$ cat config.mk
export PLATFORM = sky130hd
export DESIGN_NAME = frame_dma_addr_gen
export DESIGN_NICKNAME = d
export VERILOG_FILES = /design/src/rtl/fdma_pkg.sv /design/src/rtl/fdma_regs.sv /design/src/rtl/fdma_seq.sv /design/src/rtl/frame_dma_addr_gen.sv
export SDC_FILE = /design/constraint.sdc
export NUM_CORES = 1
export LEC_CHECK = 0
export ABC_CLOCK_PERIOD_IN_PS = 13400
export BUFFER_PORTS_ARGS = -buffer_cell sky130_fd_sc_hd__buf_2
export CORE_AREA = 3 3 263 329
export CTS_CLUSTER_SIZE = 8
export DETAILED_ROUTE_END_ITERATION = 8
export DIE_AREA = 0 0 266 332
export PLACE_DENSITY = 0.49
export SETUP_SLACK_MARGIN = 0.02
export SLEW_MARGIN = 20
export SYNTH_ARGS = -nofsm -noshare
export SYNTH_HDL_FRONTEND = slang
export SYNTH_SLANG_ARGS = --single-unit
export TNS_END_PERCENT = 1
$ cat constraint.sdc
create_clock -name clk -period 13.4 [get_ports clk]
set_input_delay 0.67 -clock clk [delete_from_list [all_inputs] [get_ports clk]]
set_output_delay 0.67 -clock clk [all_outputs]
set_load 0.01 [all_outputs]
$ cat src/rtl/fdma_pkg.sv
package fdma_pkg;

   localparam int FDMA_AW = 4;

   typedef enum logic [3:0] {
      OFS_CHAN_CTL  = 4'd0,
      OFS_AUX_CTL   = 4'd1,
      OFS_FORMAT    = 4'd2,
      OFS_TOP_LO    = 4'd3,
      OFS_TOP_HI    = 4'd4,
      OFS_BOT_LO    = 4'd5,
      OFS_BOT_HI    = 4'd6,
      OFS_ELEM_CNT  = 4'd7,
      OFS_FRAME_CNT = 4'd8,
      OFS_ELEM_IDX  = 4'd9,
      OFS_FIDX_LO   = 4'd10,
      OFS_FIDX_HI   = 4'd11
   } fdma_ofs_e;

   // channel control bit positions
   localparam int CC_EN_BIT       = 7;
   localparam int CC_AUTOINIT_BIT = 8;
   localparam int CC_REPEAT_BIT   = 9;
   localparam int CC_COMMIT_BIT   = 11;
   localparam int CC_MODE_LSB     = 12;

   // auxiliary control bit positions
   localparam int AX_IRQEN_BIT  = 1;
   localparam int AX_DONE_BIT   = 3;
   localparam int AX_EXTREQ_BIT = 8;

   localparam logic [1:0] MODE_DOUBLE_IDX = 2'b11;

   typedef enum logic [1:0] {
      SQ_IDLE = 2'd0,
      SQ_LOAD = 2'd1,
      SQ_RUN  = 2'd2
   } fdma_state_e;

   function automatic logic [2:0] elem_bytes(input logic [1:0] code);
      case (code)
         2'd1:    elem_bytes = 3'd2;
         2'd2:    elem_bytes = 3'd4;
         default: elem_bytes = 3'd1;
      endcase
   endfunction

endpackage

$ cat src/rtl/fdma_regs.sv
module fdma_regs
   import fdma_pkg::*;
#(
   parameter  int REG_W  = 16,
   localparam int ADDR_W = 2 * REG_W
) (
   input  logic               clk,
   input  logic               rst_n,
   input  logic               reg_we,
   input  logic [FDMA_AW-1:0] reg_addr,
   input  logic [REG_W-1:0]   reg_wdata,
   output logic [REG_W-1:0]   reg_rdata,
   input  logic               busy,
   input  logic               blk_end,
   output logic               ch_en,
   output logic               ext_en,
   output logic               rpt_on,
   output logic               irq_en,
   output logic               done,
   output logic               blk_irq,
   output logic [ADDR_W-1:0]  act_top,
   output logic [ADDR_W-1:0]  act_bot,
   output logic [ADDR_W-1:0]  act_fidx,
   output logic [REG_W-1:0]   act_ecnt,
   output logic [REG_W-1:0]   act_fcnt,
   output logic [REG_W-1:0]   act_eidx,
   output logic [1:0]         act_dtype,
   output logic [1:0]         act_mode
);

   logic              cc_ai, cc_rpt, pend;
   logic [1:0]        p_mode, p_dtype;
   logic [ADDR_W-1:0] p_top, p_bot, p_fidx;
   logic [REG_W-1:0]  p_ecnt, p_fcnt, p_eidx;
   logic              wr_cc, wr_aux, ep_wr, commit;

   assign wr_cc  = reg_we && (reg_addr == OFS_CHAN_CTL);
   assign wr_aux = reg_we && (reg_addr == OFS_AUX_CTL);
   assign ep_wr  = wr_cc && reg_wdata[CC_COMMIT_BIT];
   // a held commit lands when the channel is idle or the block just closed
   assign commit = pend && (!busy || blk_end);

   assign rpt_on  = cc_ai && cc_rpt;
   assign blk_irq = done && irq_en;

   always_ff @(posedge clk or negedge rst_n) begin
      if (!rst_n) begin
         ch_en   <= 1'b0;
         cc_ai   <= 1'b0;
         cc_rpt  <= 1'b0;
         ext_en  <= 1'b0;
         irq_en  <= 1'b0;
         done    <= 1'b0;
         pend    <= 1'b0;
         p_mode  <= '0;
         p_dtype <= '0;
         p_top   <= '0;
         p_bot   <= '0;
         p_fidx  <= '0;
         p_ecnt  <= '0;
         p_fcnt  <= '0;
         p_eidx  <= '0;
      end else begin
         if (reg_we) begin
            case (fdma_ofs_e'(reg_addr))
               OFS_CHAN_CTL: begin
                  ch_en  <= reg_wdata[CC_EN_BIT];
                  cc_ai  <= reg_wdata[CC_AUTOINIT_BIT];
                  cc_rpt <= reg_wdata[CC_REPEAT_BIT];
                  p_mode <= reg_wdata[CC_MODE_LSB +: 2];
               end
               OFS_AUX_CTL: begin
                  irq_en <= reg_wdata[AX_IRQEN_BIT];
                  ext_en <= reg_wdata[AX_EXTREQ_BIT];
               end
               OFS_FORMAT:    p_dtype <= reg_wdata[1:0];
               OFS_TOP_LO:    p_top[REG_W-1:0] <= reg_wdata;
               OFS_TOP_HI:    p_top[ADDR_W-1:REG_W] <= reg_wdata;
               OFS_BOT_LO:    p_bot[REG_W-1:0] <= reg_wdata;
               OFS_BOT_HI:    p_bot[ADDR_W-1:REG_W] <= reg_wdata;
               OFS_ELEM_CNT:  p_ecnt <= reg_wdata;
               OFS_FRAME_CNT: p_fcnt <= reg_wdata;
               OFS_ELEM_IDX:  p_eidx <= reg_wdata;
               OFS_FIDX_LO:   p_fidx[REG_W-1:0] <= reg_wdata;
               OFS_FIDX_HI:   p_fidx[ADDR_W-1:REG_W] <= reg_wdata;
               default: ;
            endcase
         end
         if (blk_end && !rpt_on) ch_en <= 1'b0;
         if (blk_end) done <= 1'b1;
         else if (wr_aux && reg_wdata[AX_DONE_BIT]) done <= 1'b0;
         if (ep_wr) pend <= 1'b1;
         else if (commit) pend <= 1'b0;
      end
   end

   always_ff @(posedge clk or negedge rst_n) begin
      if (!rst_n) begin
         act_top   <= '0;
         act_bot   <= '0;
         act_fidx  <= '0;
         act_ecnt  <= '0;
         act_fcnt  <= '0;
         act_eidx  <= '0;
         act_dtype <= '0;
         act_mode  <= '0;
      end else if (commit) begin
         act_top   <= p_top;
         act_bot   <= p_bot;
         act_fidx  <= p_fidx;
         act_ecnt  <= p_ecnt;
         act_fcnt  <= p_fcnt;
         act_eidx  <= p_eidx;
         act_dtype <= p_dtype;
         act_mode  <= p_mode;
      end
   end

   always_comb begin
      reg_rdata = '0;
      case (fdma_ofs_e'(reg_addr))
         OFS_CHAN_CTL: begin
            reg_rdata[CC_EN_BIT]          = ch_en;
            reg_rdata[CC_AUTOINIT_BIT]    = cc_ai;
            reg_rdata[CC_REPEAT_BIT]      = cc_rpt;
            reg_rdata[CC_MODE_LSB +: 2]   = p_mode;
         end
         OFS_AUX_CTL: begin
            reg_rdata[AX_IRQEN_BIT]  = irq_en;
            reg_rdata[AX_DONE_BIT]   = done;
            reg_rdata[AX_EXTREQ_BIT] = ext_en;
         end
         OFS_FORMAT:    reg_rdata[1:0] = p_dtype;
         OFS_TOP_LO:    reg_rdata = p_top[REG_W-1:0];
         OFS_TOP_HI:    reg_rdata = p_top[ADDR_W-1:REG_W];
         OFS_BOT_LO:    reg_rdata = p_bot[REG_W-1:0];
         OFS_BOT_HI:    reg_rdata = p_bot[ADDR_W-1:REG_W];
         OFS_ELEM_CNT:  reg_rdata = p_ecnt;
         OFS_FRAME_CNT: reg_rdata = p_fcnt;
         OFS_ELEM_IDX:  reg_rdata = p_eidx;
         OFS_FIDX_LO:   reg_rdata = p_fidx[REG_W-1:0];
         OFS_FIDX_HI:   reg_rdata = p_fidx[ADDR_W-1:REG_W];
         default:       reg_rdata = '0;
      endcase
   end

endmodule

$ cat src/rtl/fdma_seq.sv
module fdma_seq
   import fdma_pkg::*;
#(
   parameter  int REG_W  = 16,
   localparam int ADDR_W = 2 * REG_W,
   localparam int CNT_XW = REG_W + 1
) (
   input  logic              clk,
   input  logic              rst_n,
   input  logic              ch_en,
   input  logic              ext_en,
   input  logic              rpt_on,
   input  logic [ADDR_W-1:0] act_top,
   input  logic [ADDR_W-1:0] act_bot,
   input  logic [ADDR_W-1:0] act_fidx,
   input  logic [REG_W-1:0]  act_ecnt,
   input  logic [REG_W-1:0]  act_fcnt,
   input  logic [REG_W-1:0]  act_eidx,
   input  logic [1:0]        act_dtype,
   input  logic [1:0]        act_mode,
   input  logic              mem_ready,
   output logic              mem_valid,
   output logic [ADDR_W-1:0] mem_addr,
   output logic              busy,
   output logic              blk_end
);

   fdma_state_e       state;
   logic [ADDR_W-1:0] addr, es, idx_sel, step_di, step_sq;
   logic [REG_W-1:0]  ectr, fctr;
   logic              di_mode, last_elem, last_frame, last_addr, hs;

   assign es       = ADDR_W'(elem_bytes(act_dtype));
   assign di_mode  = (act_mode == MODE_DOUBLE_IDX);

   // a zero count behaves as one because the test is "next >= count"
   assign last_elem  = (CNT_XW'(ectr) + CNT_XW'(1)) >= CNT_XW'(act_ecnt);
   assign last_frame = (CNT_XW'(fctr) + CNT_XW'(1)) >= CNT_XW'(act_fcnt);

   assign idx_sel = last_elem ? act_fidx
                              : {{(ADDR_W-REG_W){act_eidx[REG_W-1]}}, act_eidx};
   assign step_di = addr + es + idx_sel - ADDR_W'(1);
   assign step_sq = addr + es;

   assign last_addr = di_mode ? (last_elem && last_frame) : (addr >= act_bot);

   assign mem_valid = (state == SQ_RUN) && ch_en;
   assign mem_addr  = addr;
   assign busy      = (state != SQ_IDLE);
   assign hs        = mem_valid && mem_ready;
   assign blk_end   = hs && last_addr;

   always_ff @(posedge clk or negedge rst_n) begin
      if (!rst_n) begin
         state <= SQ_IDLE;
         addr  <= '0;
         ectr  <= '0;
         fctr  <= '0;
      end else begin
         case (state)
            SQ_IDLE: if (ch_en && ext_en) state <= SQ_LOAD;
            SQ_LOAD: begin
               if (!ch_en) state <= SQ_IDLE;
               else begin
                  addr  <= act_top;
                  ectr  <= '0;
                  fctr  <= '0;
                  state <= SQ_RUN;
               end
            end
            SQ_RUN: begin
               if (!ch_en) state <= SQ_IDLE;
               else if (mem_ready) begin
                  if (last_addr) begin
                     state <= rpt_on ? SQ_LOAD : SQ_IDLE;
                  end else if (di_mode) begin
                     addr <= step_di;
                     if (last_elem) begin
                        ectr <= '0;
                        fctr <= fctr + REG_W'(1);
                     end else begin
                        ectr <= ectr + REG_W'(1);
                     end
                  end else begin
                     addr <= step_sq;
                  end
               end
            end
            default: state <= SQ_IDLE;
         endcase
      end
   end

endmodule

$ cat src/rtl/frame_dma_addr_gen.sv
module frame_dma_addr_gen
   import fdma_pkg::*;
#(
   parameter  int REG_W  = 16,
   localparam int ADDR_W = 2 * REG_W
) (
   input  logic               clk,
   input  logic               rst_n,
   input  logic               reg_we,
   input  logic [FDMA_AW-1:0] reg_addr,
   input  logic [REG_W-1:0]   reg_wdata,
   output logic [REG_W-1:0]   reg_rdata,
   input  logic               mem_ready,
   output logic               mem_valid,
   output logic [ADDR_W-1:0]  mem_addr,
   output logic               blk_irq
);

   generate
      if (REG_W < CC_MODE_LSB + 2) begin : g_bad_reg_w
         $error("REG_W must hold the mode field of the channel control register");
      end
   endgenerate

   logic              ch_en, ext_en, rpt_on, irq_en, done, busy, blk_end;
   logic [ADDR_W-1:0] act_top, act_bot, act_fidx;
   logic [REG_W-1:0]  act_ecnt, act_fcnt, act_eidx;
   logic [1:0]        act_dtype, act_mode;

   fdma_regs #(.REG_W(REG_W)) u_regs (
      .clk       (clk),
      .rst_n     (rst_n),
      .reg_we    (reg_we),
      .reg_addr  (reg_addr),
      .reg_wdata (reg_wdata),
      .reg_rdata (reg_rdata),
      .busy      (busy),
      .blk_end   (blk_end),
      .ch_en     (ch_en),
      .ext_en    (ext_en),
      .rpt_on    (rpt_on),
      .irq_en    (irq_en),
      .done      (done),
      .blk_irq   (blk_irq),
      .act_top   (act_top),
      .act_bot   (act_bot),
      .act_fidx  (act_fidx),
      .act_ecnt  (act_ecnt),
      .act_fcnt  (act_fcnt),
      .act_eidx  (act_eidx),
      .act_dtype (act_dtype),
      .act_mode  (act_mode)
   );

   fdma_seq #(.REG_W(REG_W)) u_seq (
      .clk       (clk),
      .rst_n     (rst_n),
      .ch_en     (ch_en),
      .ext_en    (ext_en),
      .rpt_on    (rpt_on),
      .act_top   (act_top),
      .act_bot   (act_bot),
      .act_fidx  (act_fidx),
      .act_ecnt  (act_ecnt),
      .act_fcnt  (act_fcnt),
      .act_eidx  (act_eidx),
      .act_dtype (act_dtype),
      .act_mode  (act_mode),
      .mem_ready (mem_ready),
      .mem_valid (mem_valid),
      .mem_addr  (mem_addr),
      .busy      (busy),
      .blk_end   (blk_end)
   );

endmodule

==> impl_metrics.xml, run 1 <==
<?xml version="1.0" encoding="UTF-8"?>
<metrics>
  <group name="run_status">
    <metric name="outcome" unit="">complete, no violations</metric>
  </group>
  <group name="cells_and_area">
    <metric name="final_common_cell" unit="">sky130_fd_sc_hd__dfrtp_1</metric>
    <metric name="final_layout_size_suffix_gt1_share" unit="%">18.7</metric>
    <metric name="num-nets-final" unit="">2140</metric>
    <metric name="final_cell_mix" unit="">sky130_fd_sc_hd__dfrtp_1, sky130_fd_sc_hd__mux2_2, sky130_fd_sc_hd__inv_1</metric>
    <metric name="area.growth.synth_to_final" unit="%">13.6</metric>
    <metric name="final_cells" unit="">3064</metric>
  </group>
  <group name="logic_synthesis">
    <metric name="post_synth_instance_area" unit="um^2">20900</metric>
    <metric name="synthesis.yosys.warnings" unit="">0</metric>
    <metric name="synth-simple-area-share" unit="%">8.47</metric>
    <metric name="synth-async-reset-ratio" unit="%">100</metric>
    <metric name="synth_sequential_area_ratio" unit="%">44.3</metric>
    <metric name="synth.area.mux_share" unit="%">17.9</metric>
    <metric name="syn-instance-count" unit="">1927</metric>
    <metric name="synth_xor_xnor_area_share" unit="%">3.19</metric>
    <metric name="synth.top_cells.by_area" unit="">sky130_fd_sc_hd__dfrtp_1, sky130_fd_sc_hd__mux2_2, sky130_fd_sc_hd__ha_1</metric>
    <metric name="syn_avg_cell_area" unit="um^2">10.8</metric>
    <metric name="synthesis.nets" unit="">2092</metric>
    <metric name="ys_ff_latch" unit="">369</metric>
    <metric name="synthDistinctLibCells" unit="">71</metric>
    <metric name="synth_enable_flop_cells" unit="">0</metric>
    <metric name="synth-compound-area-share" unit="%">12.6</metric>
    <metric name="synth_top_flop_cell" unit="">sky130_fd_sc_hd__dfrtp_1</metric>
    <metric name="post-synth-top-area-fraction" unit="%">44.3</metric>
    <metric name="synth_top_family_by_area" unit="">multiplexers</metric>
    <metric name="yosys.area.top_type" unit="">sky130_fd_sc_hd__dfrtp_1</metric>
    <metric name="synthAdderAreaFrac" unit="%">8.53</metric>
  </group>
  <group name="global_route">
    <metric name="globalRouteMet3Util" unit="%">2.44</metric>
    <metric name="global_route.usage.total" unit="%">15.3</metric>
    <metric name="first_global_vias" unit="">15810</metric>
    <metric name="grt_antenna_before_repair" unit="">8</metric>
    <metric name="gr-usage-met1" unit="%">19.1</metric>
    <metric name="globalRoute.totalOverflow" unit="">0</metric>
    <metric name="grt_first_pass_wirelength" unit="mm">103</metric>
    <metric name="largest_net_degree_at_the_start_of_global_routing" unit="">139</metric>
    <metric name="met2_usage" unit="%">26.6</metric>
    <metric name="gr-max-usage-layer" unit="">met2</metric>
  </group>
  <group name="worst_setup_path">
    <metric name="crit_arrival" unit="ns">7.88</metric>
    <metric name="regToRegEndpoint" unit="">u_seq.mem_addr[31]</metric>
    <metric name="critPathSlowestCell" unit="">sky130_fd_sc_hd__or4_1</metric>
    <metric name="max_stage_delay_on_crit_path" unit="ns">0.46</metric>
    <metric name="timing.rr.start" unit="">u_seq.ectr[0]</metric>
    <metric name="critPathRequiredTime" unit="ns">13.91</metric>
    <metric name="worst_setup_path_start_kind" unit="">register</metric>
    <metric name="cp_top_family" unit="">simple AND/OR/NAND/NOR gates</metric>
    <metric name="setup.reg_to_reg.worst_slack" unit="ns">6.03</metric>
    <metric name="crit_path_end_kind" unit="">register</metric>
    <metric name="crit_fanout" unit="">35</metric>
    <metric name="timing.reg2reg.worst_path_depth" unit="">30</metric>
    <metric name="setup.worst_path.class" unit="">register to register</metric>
    <metric name="path_buf_inv" unit="">3</metric>
  </group>
  <group name="power">
    <metric name="combinationalPowerShare" unit="%">47.7</metric>
    <metric name="cellInternalPower" unit="mW">3.22</metric>
    <metric name="p_switching" unit="mW">2.34</metric>
    <metric name="overall_power_of_the_completed_layout" unit="mW">5.55</metric>
    <metric name="clock_power_share" unit="%">21.1</metric>
    <metric name="power-per-cell-area" unit="nW/um^2">234</metric>
    <metric name="switching_share" unit="%">42.1</metric>
    <metric name="total_leakage_power" unit="nW">11.0</metric>
    <metric name="irDropWorstVdd" unit="V">0.000160</metric>
    <metric name="share_seq_of_total_power" unit="%">31.2</metric>
  </group>
  <group name="timing">
    <metric name="worst_slack" unit="ns">6.03</metric>
    <metric name="max_freq" unit="GHz">0.136</metric>
    <metric name="slew_headroom" unit="%">19.9</metric>
    <metric name="fin_skew" unit="ns">0.0253</metric>
    <metric name="timing.final.max_slew_violations" unit="">0</metric>
    <metric name="report.final.hold_viol_count" unit="">0</metric>
    <metric name="tns" unit="ns">0</metric>
    <metric name="timing.hold.ws" unit="ns">0.0815</metric>
    <metric name="rsz0062_at_grt" unit="">no</metric>
    <metric name="finalCritPeriodShare" unit="%">55.0</metric>
    <metric name="setup-violations-final" unit="">0</metric>
    <metric name="max_slew.worst_pin.slew" unit="ns">1.20</metric>
    <metric name="clock_period_minus_final_worst_setup_slack" unit="ns">7.37</metric>
  </group>
  <group name="clock_network">
    <metric name="cts_setup_buffers" unit="">0</metric>
    <metric name="post_cts_resize_count" unit="">0</metric>
    <metric name="h-tree-depth" unit="">2</metric>
    <metric name="max-clock-path-buffers" unit="">3</metric>
    <metric name="clk_root_buffer_cell" unit="">sky130_fd_sc_hd__clkbuf_16</metric>
    <metric name="post_cts_hold_buffers" unit="">0</metric>
    <metric name="clk_pin_slew" unit="ns">0.05</metric>
    <metric name="clock-sinks" unit="">369</metric>
    <metric name="cts_tree" unit="">yes</metric>
    <metric name="worst_skew_pair.late_latency" unit="ns">0.59</metric>
    <metric name="cts_buffers" unit="">52</metric>
  </group>
  <group name="die">
    <metric name="initial_core_util" unit="%">25.1</metric>
    <metric name="placeableCoreArea" unit="um^2">83300</metric>
    <metric name="io_pins" unit="">74</metric>
    <metric name="dieArea" unit="um^2">88300</metric>
    <metric name="die_height" unit="um">332</metric>
    <metric name="core.rowCount" unit="">118</metric>
    <metric name="die_width" unit="um">266</metric>
  </group>
  <group name="min_path">
    <metric name="min_path_type" unit="">input port to async pin</metric>
  </group>
  <group name="route">
    <metric name="drt_pre_antenna_iters" unit="">5</metric>
    <metric name="drc" unit="">0</metric>
    <metric name="detailedRoute.firstIterationViolations" unit="">1000</metric>
    <metric name="drtAntennaViolNets" unit="">0</metric>
    <metric name="wire_per_inst" unit="um">22.1</metric>
    <metric name="wl" unit="mm">67.7</metric>
    <metric name="vias" unit="">15126</metric>
    <metric name="routed_via_density" unit="">4.94</metric>
  </group>
  <group name="placed_design">
    <metric name="port_buffers" unit="">73</metric>
    <metric name="detailedPlace.worstSlack" unit="ns">6.12</metric>
    <metric name="post-dp-hpwl" unit="mm">50.7</metric>
    <metric name="numPlacedInstances" unit="">3000</metric>
    <metric name="gp_routability_congestion" unit="">0.863</metric>
  </group>
  <group name="flow_run">
    <metric name="cap_viol_max_count" unit="">0</metric>
  </group>
</metrics>
Yosys cell counts (all sizes together), types with 24 or more instances:
master,number
mux2,306
a22oi,38
buf,31
inv,162
o21ai,87
clkbuf,64
nor2,65
nand3,49
and3,34
a21o,42
ha,139
a21oi,74
xnor2,44
nand2,116
nand4,24
dfrtp,369
mux2i,28
xor2,32
power by group through the flow:
stage	combinational, mW	sequential (mW)	clock, mW
final	2.65	1.73	1.17
after global routing	2.96	1.77	1.25
after CTS	2.66	1.74	1.21
after detailed placement	2.64	1.75	0
after global placement	2.59	1.75	0
after floorplan	1.97	1.60	0
final cells by class:
class	instances	area (um^2)
multi-input cells	1301	10600
clock buffers	58	1330
clock inverters	3	48.8
diodes	2	5.00
well taps	1080	1350
flip-flops and latches	369	9230
inverters	162	608
fillers	8643	59600
repair buffers	89	528
metal layers:
metal	share of wire, %	vias to the layer above
met5	0.066	-
met4	3.8	6
met3	4.5	127
met2	49	390
met1	42	7602
li1	-	7001
registers in the layout, summed over array words and instances (netlist names), 2 cells and up:
| signal | count |
|---|---|
| u_regs.act_bot | 32 |
| u_regs.act_fcnt | 16 |
| u_regs.p_mode | 2 |
| u_regs.act_top | 32 |
| u_regs.act_ecnt | 16 |
| u_regs.act_eidx | 16 |
| u_regs.p_bot | 32 |
| u_regs.p_fcnt | 16 |
| u_regs.p_fidx | 32 |
| u_regs.p_top | 32 |
| u_regs.act_dtype | 2 |
| u_regs.act_mode | 2 |
| u_regs.act_fidx | 32 |
| u_seq.mem_addr | 32 |
| u_seq.state | 2 |
| u_regs.p_dtype | 2 |
| u_seq.ectr | 16 |
| u_regs.p_ecnt | 16 |
| u_regs.p_eidx | 16 |
| u_seq.fctr | 16 |
worst max-delay path by stage:
stage                   from            endpoint  slack [ns]  cells past startpoint
2_1_floorplan  u_seq.ectr[0]  u_seq.mem_addr[31]        7.10                     30
3_3_place_gp   u_seq.ectr[0]  u_seq.mem_addr[31]        6.32                     30
3_5_place_dp   u_seq.ectr[0]  u_seq.mem_addr[31]        6.12                     30
4_1_cts        u_seq.ectr[0]  u_seq.mem_addr[31]        6.07                     30
5_1_grt        u_seq.ectr[0]  u_seq.mem_addr[31]        5.57                     30
6_report       u_seq.ectr[0]  u_seq.mem_addr[31]        6.03                     30
metrics by stage:
stage	instance area [um^2]	utilization, %
after global routing	23700	28.5
after CTS	23700	28.4
after floorplan	20900	-
final	23700	28.5
after global placement	22300	26.7
after detailed placement	22300	26.8
logic make-up (layout without fill, tap and decap cells):
| group | Yosys count | count (layout) |
|---|---|---|
| buffers and inverters | 257 | 312 |
| and+or+nand+nor | 364 | 364 |
| muxes | 334 | 334 |
| DFF | 369 | 369 |
| adders and majority gates | 141 | 141 |
| other | 0 | 2 |
| xor gates and xnor gates | 76 | 76 |
| AOI/OAI and AO/OA | 386 | 386 |
Note: power is estimated with default switching activity, not from simulation.
==> run 2, diff against run 1 <==
Settings changed: ABC_CLOCK_PERIOD_IN_PS 13400 to 7700.
Clock period 13.4 ns to 7.7 ns, I/O delays scaled along.
==> run 2 against run 1 <==
Net effect: count of clock-buffer cells in the layout fell by 4; power rose by 74%; sequential share of layout area barely moved; routed wire length rose by 0.58%; first-iteration DRC count fell by 6.7%; sequential cell count did not move; clock power rose by 75%; final cell count fell by 0.16%; die area did not move; via count fell by 0.25%; sequential power rose by 74%; critical endpoint unchanged.
==> impl_metrics.xml, run 2 (same netlist as run 1, synthesis figures left out) <==
<?xml version="1.0" encoding="UTF-8"?>
<metrics>
  <group name="global_route">
    <metric name="globalRoute.totalOverflow" unit="">0</metric>
    <metric name="largest_net_degree_at_the_start_of_global_routing" unit="">154</metric>
    <metric name="global_route.usage.total" unit="%">15.4</metric>
    <metric name="gr-usage-met1" unit="%">19.2</metric>
    <metric name="grt_first_pass_wirelength" unit="mm">102</metric>
    <metric name="globalRouteMet3Util" unit="%">1.99</metric>
    <metric name="met2_usage" unit="%">26.7</metric>
    <metric name="gr-max-usage-layer" unit="">met2</metric>
    <metric name="grt_antenna_before_repair" unit="">7</metric>
    <metric name="first_global_vias" unit="">15635</metric>
  </group>
  <group name="timing">
    <metric name="finalCritPeriodShare" unit="%">91.5</metric>
    <metric name="max_freq" unit="GHz">0.142</metric>
    <metric name="clock_period_minus_final_worst_setup_slack" unit="ns">7.05</metric>
    <metric name="report.final.hold_viol_count" unit="">0</metric>
    <metric name="max_slew.worst_pin.slew" unit="ns">1.14</metric>
    <metric name="slew_headroom" unit="%">23.6</metric>
    <metric name="worst_slack" unit="ns">0.651</metric>
    <metric name="timing.final.max_slew_violations" unit="">0</metric>
    <metric name="rsz0062_at_grt" unit="">no</metric>
    <metric name="setup-violations-final" unit="">0</metric>
    <metric name="fin_skew" unit="ns">0.0305</metric>
    <metric name="tns" unit="ns">0</metric>
  </group>
  <group name="route">
    <metric name="detailedRoute.firstIterationViolations" unit="">933</metric>
    <metric name="routed_via_density" unit="">4.93</metric>
    <metric name="vias" unit="">15088</metric>
    <metric name="wl" unit="mm">68.1</metric>
    <metric name="drc" unit="">0</metric>
    <metric name="wire_per_inst" unit="um">22.3</metric>
    <metric name="drt_pre_antenna_iters" unit="">7</metric>
    <metric name="drtAntennaViolNets" unit="">0</metric>
  </group>
  <group name="power">
    <metric name="total_leakage_power" unit="nW">11.0</metric>
    <metric name="irDropWorstVdd" unit="V">0.000231</metric>
    <metric name="power-per-cell-area" unit="nW/um^2">408</metric>
  </group>
  <group name="die">
    <metric name="dieArea" unit="um^2">88300</metric>
    <metric name="placeableCoreArea" unit="um^2">83300</metric>
    <metric name="die_height" unit="um">332</metric>
    <metric name="core.rowCount" unit="">118</metric>
    <metric name="initial_core_util" unit="%">25.1</metric>
    <metric name="io_pins" unit="">74</metric>
    <metric name="die_width" unit="um">266</metric>
  </group>
  <group name="placed_design">
    <metric name="gp_routability_congestion" unit="">0.824</metric>
    <metric name="port_buffers" unit="">73</metric>
    <metric name="detailedPlace.worstSlack" unit="ns">0.709</metric>
    <metric name="post-dp-hpwl" unit="mm">50.3</metric>
  </group>
  <group name="clock_network">
    <metric name="clk_root_buffer_cell" unit="">sky130_fd_sc_hd__clkbuf_16</metric>
    <metric name="post_cts_hold_buffers" unit="">1</metric>
    <metric name="post_cts_resize_count" unit="">0</metric>
    <metric name="cts_setup_buffers" unit="">0</metric>
    <metric name="h-tree-depth" unit="">2</metric>
    <metric name="cts_tree" unit="">yes</metric>
    <metric name="worst_skew_pair.late_latency" unit="ns">0.61</metric>
    <metric name="clock-sinks" unit="">369</metric>
    <metric name="clk_pin_slew" unit="ns">0.05</metric>
    <metric name="cts_buffers" unit="">52</metric>
    <metric name="max-clock-path-buffers" unit="">3</metric>
  </group>
  <group name="cells_and_area">
    <metric name="area.growth.synth_to_final" unit="%">13.6</metric>
    <metric name="num-nets-final" unit="">2138</metric>
    <metric name="final_common_cell" unit="">sky130_fd_sc_hd__dfrtp_1</metric>
    <metric name="final_cell_mix" unit="">sky130_fd_sc_hd__dfrtp_1, sky130_fd_sc_hd__mux2_2, sky130_fd_sc_hd__inv_1</metric>
    <metric name="fill_cells" unit="">8726</metric>
    <metric name="final_layout_size_suffix_gt1_share" unit="%">18.6</metric>
  </group>
  <group name="worst_setup_path">
    <metric name="path_buf_inv" unit="">2</metric>
    <metric name="critPathRequiredTime" unit="ns">8.23</metric>
    <metric name="worst_setup_path_start_kind" unit="">register</metric>
    <metric name="critPathSlowestCell" unit="">sky130_fd_sc_hd__a31oi_1</metric>
    <metric name="setup.worst_path.class" unit="">register to register</metric>
    <metric name="crit_fanout" unit="">6</metric>
    <metric name="cp_top_family" unit="">simple AND/OR/NAND/NOR gates</metric>
    <metric name="max_stage_delay_on_crit_path" unit="ns">0.46</metric>
    <metric name="crit_path_end_kind" unit="">register</metric>
    <metric name="crit_arrival" unit="ns">7.58</metric>
  </group>
  <group name="run_status">
    <metric name="outcome" unit="">complete, no violations</metric>
  </group>
  <group name="flow_run">
    <metric name="cap_viol_max_count" unit="">0</metric>
  </group>
  <group name="min_path">
    <metric name="min_path_type" unit="">input port to register</metric>
  </group>
</metrics>
==> run 2: cell types whose count changed in the layout (fill, tap and decap cells not counted), sizes merged <==
cell         before  now
clkbuf           58   54
dlygate4sd3       0    1
clkinv            3    1
clkinvlp          0    1
inv             162  164
buf              89   86
==> run 2: layer usage <==
| layer | part of all wire, % | routed length, um |
|---|---|---|
| met1 | 42 | 28900 |
| met2 | 49 | 33400 |
| met3 | 4.0 | 2720 |
| met4 | 4.5 | 3040 |
| met5 | 0.035 | 24 |
==> run 2: worst paths after layout <==
| check | start | end | slack (ns) | cells after the start |
|---|---|---|---|---|
| worst min register to register | u_regs.act_ecnt[12] | u_regs.act_ecnt[12] | 0.49 | 1 |
| worst min-delay path | reg_wdata[6] | u_regs.p_ecnt[6] | 0.17 | 2 |
| worst max-delay path | u_seq.ectr[0] | u_seq.mem_addr[31] | 0.65 | 29 |
| max in group asynchronous | rst_n | u_regs.p_ecnt[8] | 5.83 | 3 |
| min in group asynchronous | rst_n | u_seq.mem_addr[30] | 0.44 | 2 |
| worst max register to register | u_seq.ectr[0] | u_seq.mem_addr[31] | 0.65 | 29 |
==> run 2: cell type report <==
class | instances | area [um^2] | share of cell area [%]
Antenna cell | 2 | 5.00 | 0.0211
Multi-Input combinational cell | 1301 | 10600 | 44.7
Tap cell | 1080 | 1350 | 5.70
Sequential cell | 369 | 9230 | 39.0
Inverter | 162 | 608 | 2.57
Clock inverter | 4 | 77.6 | 0.327
Clock buffer | 54 | 1310 | 5.52
Timing Repair Buffer | 87 | 520 | 2.20
==> run 2: worst register-to-register path, delay by kind of cell, from the launching register on <==
family	cells	cell delay, ns
multiplexers	1	0.22
buffers and inverters	2	0.14
AND/OR/NAND/NOR	13	2.45
adder cells (fa/ha/maj)	4	1.11
XOR/XNOR	1	0.21
AO/OA/AOI/OAI	8	2.42
flip-flops	1	0.43
==> run 2: report_power, final <==
group          leakage, nW  total [mW]  internal (mW)  switching, mW
registers             4.78        3.01           2.46          0.547
logic                 5.55        4.61           1.93           2.67
clock network        0.674        2.05           1.19          0.856
total                 11.0        9.67           5.59           4.08
==> run 2: through the flow <==
step	power, mW	cell area, um^2	util [%]	instances	hold WS, ns
floorplan	6.20	20900	-	1927	0.0894
detailed placement	7.65	22300	26.8	2998	0.482
finish	9.67	23700	28.5	3059	0.169
global route	10.4	23700	28.4	3057	0.185
CTS	9.78	23700	28.4	3057	0.136
global placement	7.57	22300	26.8	2998	0.466
